### src/rtl/gf_tower_pkg.sv
// Package gf_tower_pkg
// Width helpers shared by the tower-field multiplier and its checker.
// A tower of depth K holds 2^K-bit field words. The per-level constants
// for levels 1..K are packed into one vector of 2^K - 1 bits, with the
// constant of level k (2^(k-1) bits wide) at offset 2^(k-1) - 1.
package gf_tower_pkg;

    // Bits in a field word of a tower of the given depth.
    function automatic int field_w(input int depth);
        return 1 << depth;
    endfunction

    // Bits in the packed constant vector for levels 1..depth.
    function automatic int nvec_w(input int depth);
        return (1 << depth) - 1;
    endfunction

endpackage

### src/rtl/gf_tower_mul_rec.sv
// Module gf_tower_mul_rec
// Recursive multiplier for a tower field of depth K. Operands are split into
// (X0, X1) halves over the subfield of depth K-1. Three subfield products and
// one product by the level constant are combined with XOR. At K == 1 the
// subfield is GF(2), so the products are single AND gates.
// Assumes: NS holds an irreducible constant per level (level 1 must be 1).
module gf_tower_mul_rec
    import gf_tower_pkg::*;
#(
    parameter int                    K  = 3,
    parameter logic [nvec_w(K)-1:0]  NS = '1
) (
    input  logic [field_w(K)-1:0] x_i,
    input  logic [field_w(K)-1:0] y_i,
    output logic [field_w(K)-1:0] z_o
);

    localparam int W = field_w(K);
    localparam int H = W / 2;

    generate
        if (K == 1) begin : g_base
            logic p_lo, p_hi, p_mid;

            // Three AND-gate products over GF(2).
            always_comb begin
                p_lo  = x_i[0] & y_i[0];
                p_hi  = x_i[1] & y_i[1];
                p_mid = (x_i[0] ^ x_i[1]) & (y_i[0] ^ y_i[1]);
            end

            // Recombine with a^2 = a + N, N taken from the constant vector.
            always_comb begin
                z_o[0] = p_lo ^ (NS[0] & p_hi);
                z_o[1] = p_mid ^ p_lo;
            end
        end else begin : g_split
            localparam logic [nvec_w(K-1)-1:0] NS_SUB = NS[nvec_w(K-1)-1:0];
            localparam logic [H-1:0]           N_LVL  = NS[nvec_w(K)-1:nvec_w(K-1)];

            logic [H-1:0] x0, x1, y0, y1;
            logic [H-1:0] xs, ys;
            logic [H-1:0] p_lo, p_hi, p_mid, p_hi_n;

            // Split operands into halves and form the Karatsuba sums.
            always_comb begin
                x0 = x_i[H-1:0];
                x1 = x_i[W-1:H];
                y0 = y_i[H-1:0];
                y1 = y_i[W-1:H];
                xs = x0 ^ x1;
                ys = y0 ^ y1;
            end

            gf_tower_mul_rec #(.K(K-1), .NS(NS_SUB)) u_mul_lo (
                .x_i(x0), .y_i(y0), .z_o(p_lo)
            );
            gf_tower_mul_rec #(.K(K-1), .NS(NS_SUB)) u_mul_hi (
                .x_i(x1), .y_i(y1), .z_o(p_hi)
            );
            gf_tower_mul_rec #(.K(K-1), .NS(NS_SUB)) u_mul_mid (
                .x_i(xs), .y_i(ys), .z_o(p_mid)
            );
            // Product by the fixed level constant; one operand is tied off.
            gf_tower_mul_rec #(.K(K-1), .NS(NS_SUB)) u_mul_const (
                .x_i(p_hi), .y_i(N_LVL), .z_o(p_hi_n)
            );

            // Recombine the halves of the product.
            always_comb begin
                z_o = {p_mid ^ p_lo, p_lo ^ p_hi_n};
            end
        end
    endgenerate

endmodule

### src/rtl/gf_out_stage.sv
// Module gf_out_stage
// Optional output register for the multiplier lanes. With REG = 1 it is a
// register with a synchronous active-low clear; with REG = 0 it is a wire.
// Assumes: clk and rst_n are used only when REG = 1.
module gf_out_stage #(
    parameter int TW  = 16,
    parameter bit REG = 1'b1
) (
    input  logic          clk,
    input  logic          rst_n,
    input  logic [TW-1:0] d_i,
    output logic [TW-1:0] q_o
);

    generate
        if (REG) begin : g_reg
            // Capture the products each cycle, clear on reset.
            always_ff @(posedge clk) begin
                if (!rst_n) q_o <= '0;
                else        q_o <= d_i;
            end
        end else begin : g_wire
            // Pass the products straight through.
            always_comb q_o = d_i;
        end
    endgenerate

endmodule

### src/rtl/gf_tower_mul.sv
// Module gf_tower_mul
// Multi-lane tower-field multiplier over GF(2^(2^DEPTH)). Each lane multiplies
// one pair of field words with an AND/XOR-only recursive datapath. All lanes
// share an optional output register.
// Assumes: TOWER_N holds the constants of levels 2..DEPTH (level k at
// offset 2^(k-1) - 2, width 2^(k-1)), each making x^2 + x + N irreducible.
module gf_tower_mul
    import gf_tower_pkg::*;
#(
    parameter int                       DEPTH   = 3,
    parameter int                       LANES   = 2,
    parameter bit                       REG_OUT = 1'b1,
    parameter logic [nvec_w(DEPTH)-2:0] TOWER_N = 6'b1100_10
) (
    input  logic                             clk,
    input  logic                             rst_n,
    input  logic [LANES*field_w(DEPTH)-1:0]  opa_i,
    input  logic [LANES*field_w(DEPTH)-1:0]  opb_i,
    output logic [LANES*field_w(DEPTH)-1:0]  prod_o
);

    localparam int                       W  = field_w(DEPTH);
    localparam int                       TW = LANES * W;
    localparam logic [nvec_w(DEPTH)-1:0] NS = {TOWER_N, 1'b1};

    logic [TW-1:0] prod_c;

    generate
        for (genvar l = 0; l < LANES; l++) begin : g_lane
            gf_tower_mul_rec #(.K(DEPTH), .NS(NS)) u_mul (
                .x_i(opa_i[l*W +: W]),
                .y_i(opb_i[l*W +: W]),
                .z_o(prod_c[l*W +: W])
            );
        end
    endgenerate

    gf_out_stage #(.TW(TW), .REG(REG_OUT)) u_out (
        .clk  (clk),
        .rst_n(rst_n),
        .d_i  (prod_c),
        .q_o  (prod_o)
    );

endmodule

### config.mk
export PLATFORM = sky130hd
export DESIGN_NAME = gf_tower_mul
export DESIGN_NICKNAME = d
export VERILOG_FILES = /design/src/rtl/gf_tower_pkg.sv /design/src/rtl/gf_tower_mul_rec.sv /design/src/rtl/gf_out_stage.sv /design/src/rtl/gf_tower_mul.sv
export SDC_FILE = /design/constraint.sdc
export NUM_CORES = 1
export LEC_CHECK = 0
export ABC_AREA = 1
export BUFFER_PORTS_ARGS = -buffer_cell sky130_fd_sc_hd__buf_2
export CORE_AREA = 2 2 74 147
export CTS_BUF_LIST = sky130_fd_sc_hd__clkbuf_8
export DETAILED_ROUTE_END_ITERATION = 10
export DIE_AREA = 0 0 76 149
export PLACE_DENSITY_LB_ADDON = 0.05
export SYNTH_ARGS = -nofsm -noshare
export SYNTH_HDL_FRONTEND = slang
export SYNTH_SLANG_ARGS = --single-unit
### constraint.sdc
create_clock -name clk -period 2 [get_ports clk]
set_input_delay 0.2 -clock clk [delete_from_list [all_inputs] [get_ports clk]]
set_output_delay 0.2 -clock clk [all_outputs]
set_load 0.05 [all_outputs]
**Word-level counts from Yosys, hierarchy flattened**

Index checks and enable logic that the tools add are counted.

- Memories: 0
- Bits of input ports: 34
- Bits in latches: 0
- ROM bits: 0
- Bits in writable memories: 0
- Register bits: 16

- Shifts and indexed selects: 0
- $mul: 0
- Divide/modulo/power cells: 0
- Bitwise operators: 172
- Mux-type cells: 0
- Magnitude comparators: 0
- $add $sub $neg: 0
- Reductions and logical operators: 0
- Equality and inequality tests: 0

Operators with widths:

| cell | number |
|---|---|
| $xor A1 B1 Y1 | 84 |
| $and A1 B1 Y1 | 54 |
| $xor A2 B2 Y2 | 26 |
| $xor A4 B4 Y4 | 8 |

**Depth between registers and ports, before layout**

- Depth after elaboration: 8
- Depth in mapped cells: 15

**Modules after synthesis**

From an unflattened synthesis, not the netlist that was laid out.

- Cell total of the unflattened synthesis: 974
- Area total of the unflattened synthesis: 4232.8 µm²

By module, submodules not included:

| module | seq. area each (µm²) | cells an instance | instances | area an instance (µm²) |
|---|---|---|---|---|
| gf_tower_mul_rec (g_lane[0].u_mul.g_split.u_mul_const.g_split.u_mul_const ...) | 0.0 | 14 | 32 | 61.3 |
| gf_tower_mul_rec (g_lane[0].u_mul.g_split.u_mul_const ...) | 0.0 | 40 | 8 | 150.1 |
| gf_tower_mul_rec (g_lane[0].u_mul ...) | 0.0 | 78 | 2 | 292.8 |
| gf_out_stage | 320.3 | 50 | 1 | 484.2 |

**Worst setup path before layout**

No wires, ideal clock.

- Kind: input to register
- Start point: input opa_i[15]
- End point: register u_out.q_o[15]
- Data required time: 1885 ps
- Buffers on the path: 1
- Cell stages on the path: 12
- Library setup time: 115 ps
- Slack: 743 ps
- Arrival: 1142 ps
- Cell sequence: buf_2 -> inv_1 -> nand2_1 -> nand2_1 -> nand2_1 -> nand2_2 -> nor2_2 -> inv_1 -> nand2_1 -> nand3_1 -> a21oi_1 -> nor2_1

- Cells in the longest elaborated chain, start to end: 7

RTL lines:

| item | line | RTL |
|---|---|---|
| start, declared | gf_tower_mul.sv:17 | `input logic [LANES*field_w(DEPTH)-1:0] opa_i,` |
| $xor A4 B4 Y4 | gf_tower_mul_rec.sv:51 | `xs = x0 ^ x1;` |
| $xor A2 B2 Y2 | gf_tower_mul_rec.sv:51 |  |
| $xor A1 B1 Y1 | gf_tower_mul_rec.sv:29 | `p_mid = (x_i[0] ^ x_i[1]) & (y_i[0] ^ y_i[1]);` |
| $and A1 B1 Y1 | gf_tower_mul_rec.sv:29 |  |
| $xor A1 B1 Y1 | gf_tower_mul_rec.sv:35 | `z_o[1] = p_mid ^ p_lo;` |
| $xor A2 B2 Y2 | gf_tower_mul_rec.sv:71 | `z_o = {p_mid ^ p_lo, p_lo ^ p_hi_n};` |
| $xor A4 B4 Y4 | gf_tower_mul_rec.sv:71 |  |
| end signal, assigned | gf_out_stage.sv:20 | `else q_o <= d_i;` |
| end, declared | gf_out_stage.sv:12 | `output logic [TW-1:0] q_o` |

Every way passes these cells.
A chain may end at the register's enable or synchronous reset.

**Worst setup path after layout**

- Start point: input opb_i[11]
- End point: register u_out.q_o[9]

- Cells in the longest elaborated chain, start to end: 6
- Elaborated cells on any way between the ends: 8

RTL lines:

| item | line | RTL |
|---|---|---|
| start, declared | gf_tower_mul.sv:18 | `input logic [LANES*field_w(DEPTH)-1:0] opb_i,` |
| $xor A1 B1 Y1 | gf_tower_mul_rec.sv:29 |  |
| $and A1 B1 Y1 | gf_tower_mul_rec.sv:29 |  |
| $xor A1 B1 Y1 | gf_tower_mul_rec.sv:35 |  |
| $xor A1 B1 Y1 (*) | gf_tower_mul_rec.sv:29 |  |
| $xor A2 B2 Y2 (*) | gf_tower_mul_rec.sv:71 |  |
| $xor A4 B4 Y4 (*) | gf_tower_mul_rec.sv:71 |  |

Mark *: on every way between the ends. The rest lies on a longest branch, timed or not.

==> flow_summary_export.csv <==
group,metric,value,unit
setup_path,endpoint_kind,"register",
sta,fin_setup_tns,0,ns
synthesis,synthCells,634,
global_routing,grt_util_met2,0.295,
clocking,clockBufferDepth,2,
synthesis,synth_seq_cells,16,
routing,dr.pass1.iters,4,
hold_path,holdPathEnd,"u_out.q_o[6]",
sta,hold_viol,0,
sta,worst_slew_pin_slew,0.464,ns
cells_and_area,area_delta_synth_final,13.0,%
floorplanning,coreArea,10300,sq um
cells_and_area,top_register,"u_out.q_o",
global_routing,grt_usage,0.168,
cells_and_area,largest_reg_flops,16,
setup_path,crit_type,"in -> reg",
cells_and_area,drive_gt1_frac,0.156,
floorplanning,fp-row-count,53,
clocking,tritoncts,"done",
synthesis,yosys_warnings,0,
hold_path,hp-class,"in -> reg",
routing,num_vias,3533,
synthesis,synth_mux_area_frac,0,
place,hpwl,7770,um
clocking,cts_resized,0,
sta,finalSetupViolCount,0,
cells_and_area,nets,709,
floorplanning,start_util,0.290,
routing,route.detailed.drc,0,
sta,final.period_utilization,0.651,
global_routing,grt_pass1_vias,3303,
synthesis,ys_seq_area_frac,0.107,
sta,timing.slew.headroom,0.688,
clocking,htree_num_levels,1,
power,total_leakage_power,2.10,nW
routing,wl_per_cell,11.0,um
synthesis,netlist_top_cells_area,"nand2_1, dfxtp_1, nand3_1",
synthesis,synth_compound_area_frac,0.0876,
run_status,status,"finished, final reports clean",
synthesis,synth_top_family_by_area,"simple AND/OR/NAND/NOR gates",
synthesis,post-synth-top-area-fraction,0.453,
sta,fin_hold_ws,0.311,ns
place,globalplace.congestion,0.856,
routing,postRouteAntennaNets,0,
cells_and_area,top_regs,"u_out.q_o (16)",
sta,final_max_slew_viol_count,0,
synthesis,synthAdderAreaFrac,0,
place,numPortBuffers,49,
synthesis,ys_types,24,
cells_and_area,antennaDiodeCount,0,
setup_path,required,2.15,ns
global_routing,grt_overflow,0,
routing,wl,8900,um
sta,rsz0062_at_grt,"false",
global_routing,grt_max_degree,16,
sta,max_freq,768,MHz
job,max_cap_violations,0,
sta,fin_crit,1.30,ns
floorplanning,die-area,11300,sq um
global_routing,grt_antenna_before_repair,0,
clocking,cts_made_buffers,3,
synthesis,yosysTopAreaCell,"nand2_1",
routing,drtIter0Drc,96,
clocking,clock-sinks,16,
clocking,path_clk_slew,0.06,ns
global_routing,grtUsageMet1,0.224,
hold_path,hp-start,"rst_n",
clocking,root_buffer,"clkbuf_8",
setup_path,worst-path-max-fanout,6,
setup_path,crit_arrival,1.45,ns
global_routing,grt_use_met3,0.00605,
cells_and_area,mostFrequentLayoutCell,"nand2_1",
global_routing,grt.busiest_layer,"met2",
synthesis,synth.avg_cell_area,4.71,sq um
floorplanning,dieHeight,149,um
global_routing,grt_pass1_wl,15700,um
routing,vias_per_cell,4.36,
synthesis,synth_area,2980,sq um
synthesis,yosys.area_share.simple,0.647,
setup_path,critPathLaunchType,"input pin",
synthesis,synth_xor_area_frac,0.0465,
power,cellPowerDensity,553,nW/um^2
floorplanning,die_w,76,um
cells_and_area,final_cell_mix,"nand2_1, nand3_1, buf_2",
floorplanning,io_pins,50,
clocking,post_cts_buffers,0,
hold_path,hold_path_depth,3,
synthesis,syn-num-nets,668,
power,ir_drop,0.334,mV
clocking,cts_hold_buffers,0,
stage by stage:
stage	util	instances	total power, mW	setup WS (ns)	area, sq um
global placement	0.323	807	1.60	0.419	3320
floorplan	-	634	1.32	0.743	2980
finish	0.328	811	1.86	0.698	3370
global route	0.328	811	2.08	0.472	3370
CTS	0.328	811	1.89	0.706	3370
detailed placement	0.323	807	1.60	0.428	3320
Yosys cell counts:
library cell  number
nand2_1          360
nand3_1           52
inv_1             44
nor2_1            30
o21ai_0           25
inv_2             22
nand2_2           22
a21oi_1           20
dfxtp_1           16
xnor2_1            7
xor2_1             7
buf_2              6
a21oi_2            3
buf_4              3
nor2_2             3
buf_6              2
clkbuf_2           2
nand2b_1           2
o21ai_1            2
or2_1              2
nand3b_1           1
nand4_1            1
nor2_4             1
xnor2_2            1
final cells by class:
cell class / instances / area [sq um]
clock buffer: 4 / 55.1
fill: 1238 / 6910
inverter: 66 / 248
multi-input combinational: 539 / 2330
sequential: 16 / 320
tap: 137 / 171
timing repair buffer: 49 / 245
worst max-delay path: stages:
cell and delay [ns]:
buf_2 0.15, inv_1 0.11, nand2_1 0.10, a21oi_1 0.05
a21oi_1 0.33, nand2b_1 0.16, nand2_1 0.07, nand2_1 0.09
nand3_1 0.07, nand2_1 0.07, nor2_1 0.04
worst max path at each step:
stage / start / depth (start not counted) / slack, ns / to
2_1_floorplan: opa_i[15] / 12 / 0.74 / u_out.q_o[15]
3_3_place_gp: opb_i[8] / 11 / 0.42 / u_out.q_o[15]
3_5_place_dp: opb_i[8] / 10 / 0.43 / u_out.q_o[11]
4_1_cts: opa_i[11] / 11 / 0.71 / u_out.q_o[9]
5_1_grt: opa_i[11] / 11 / 0.47 / u_out.q_o[9]
6_report: opb_i[11] / 11 / 0.70 / u_out.q_o[9]
cell families after synthesis:
| group | after synthesis |
|---|---|
| XOR/XNOR | 15 |
| flip-flops | 16 |
| buffers and inverters | 79 |
| AND/OR/NAND/NOR | 474 |
| AO/OA/AOI/OAI | 50 |
routing by layer:
layer  share of wire  routed length [um]
met1            0.50                4450
met2            0.46                4140
met3           0.020                 180
met4           0.015                 135
met5               0                   0
power by group:
part           internal, mW  switching, mW
clock                 0.175          0.106
combinational         0.342          0.850
sequential            0.380         0.0106
Note: power is estimated with default switching activity, not from simulation.
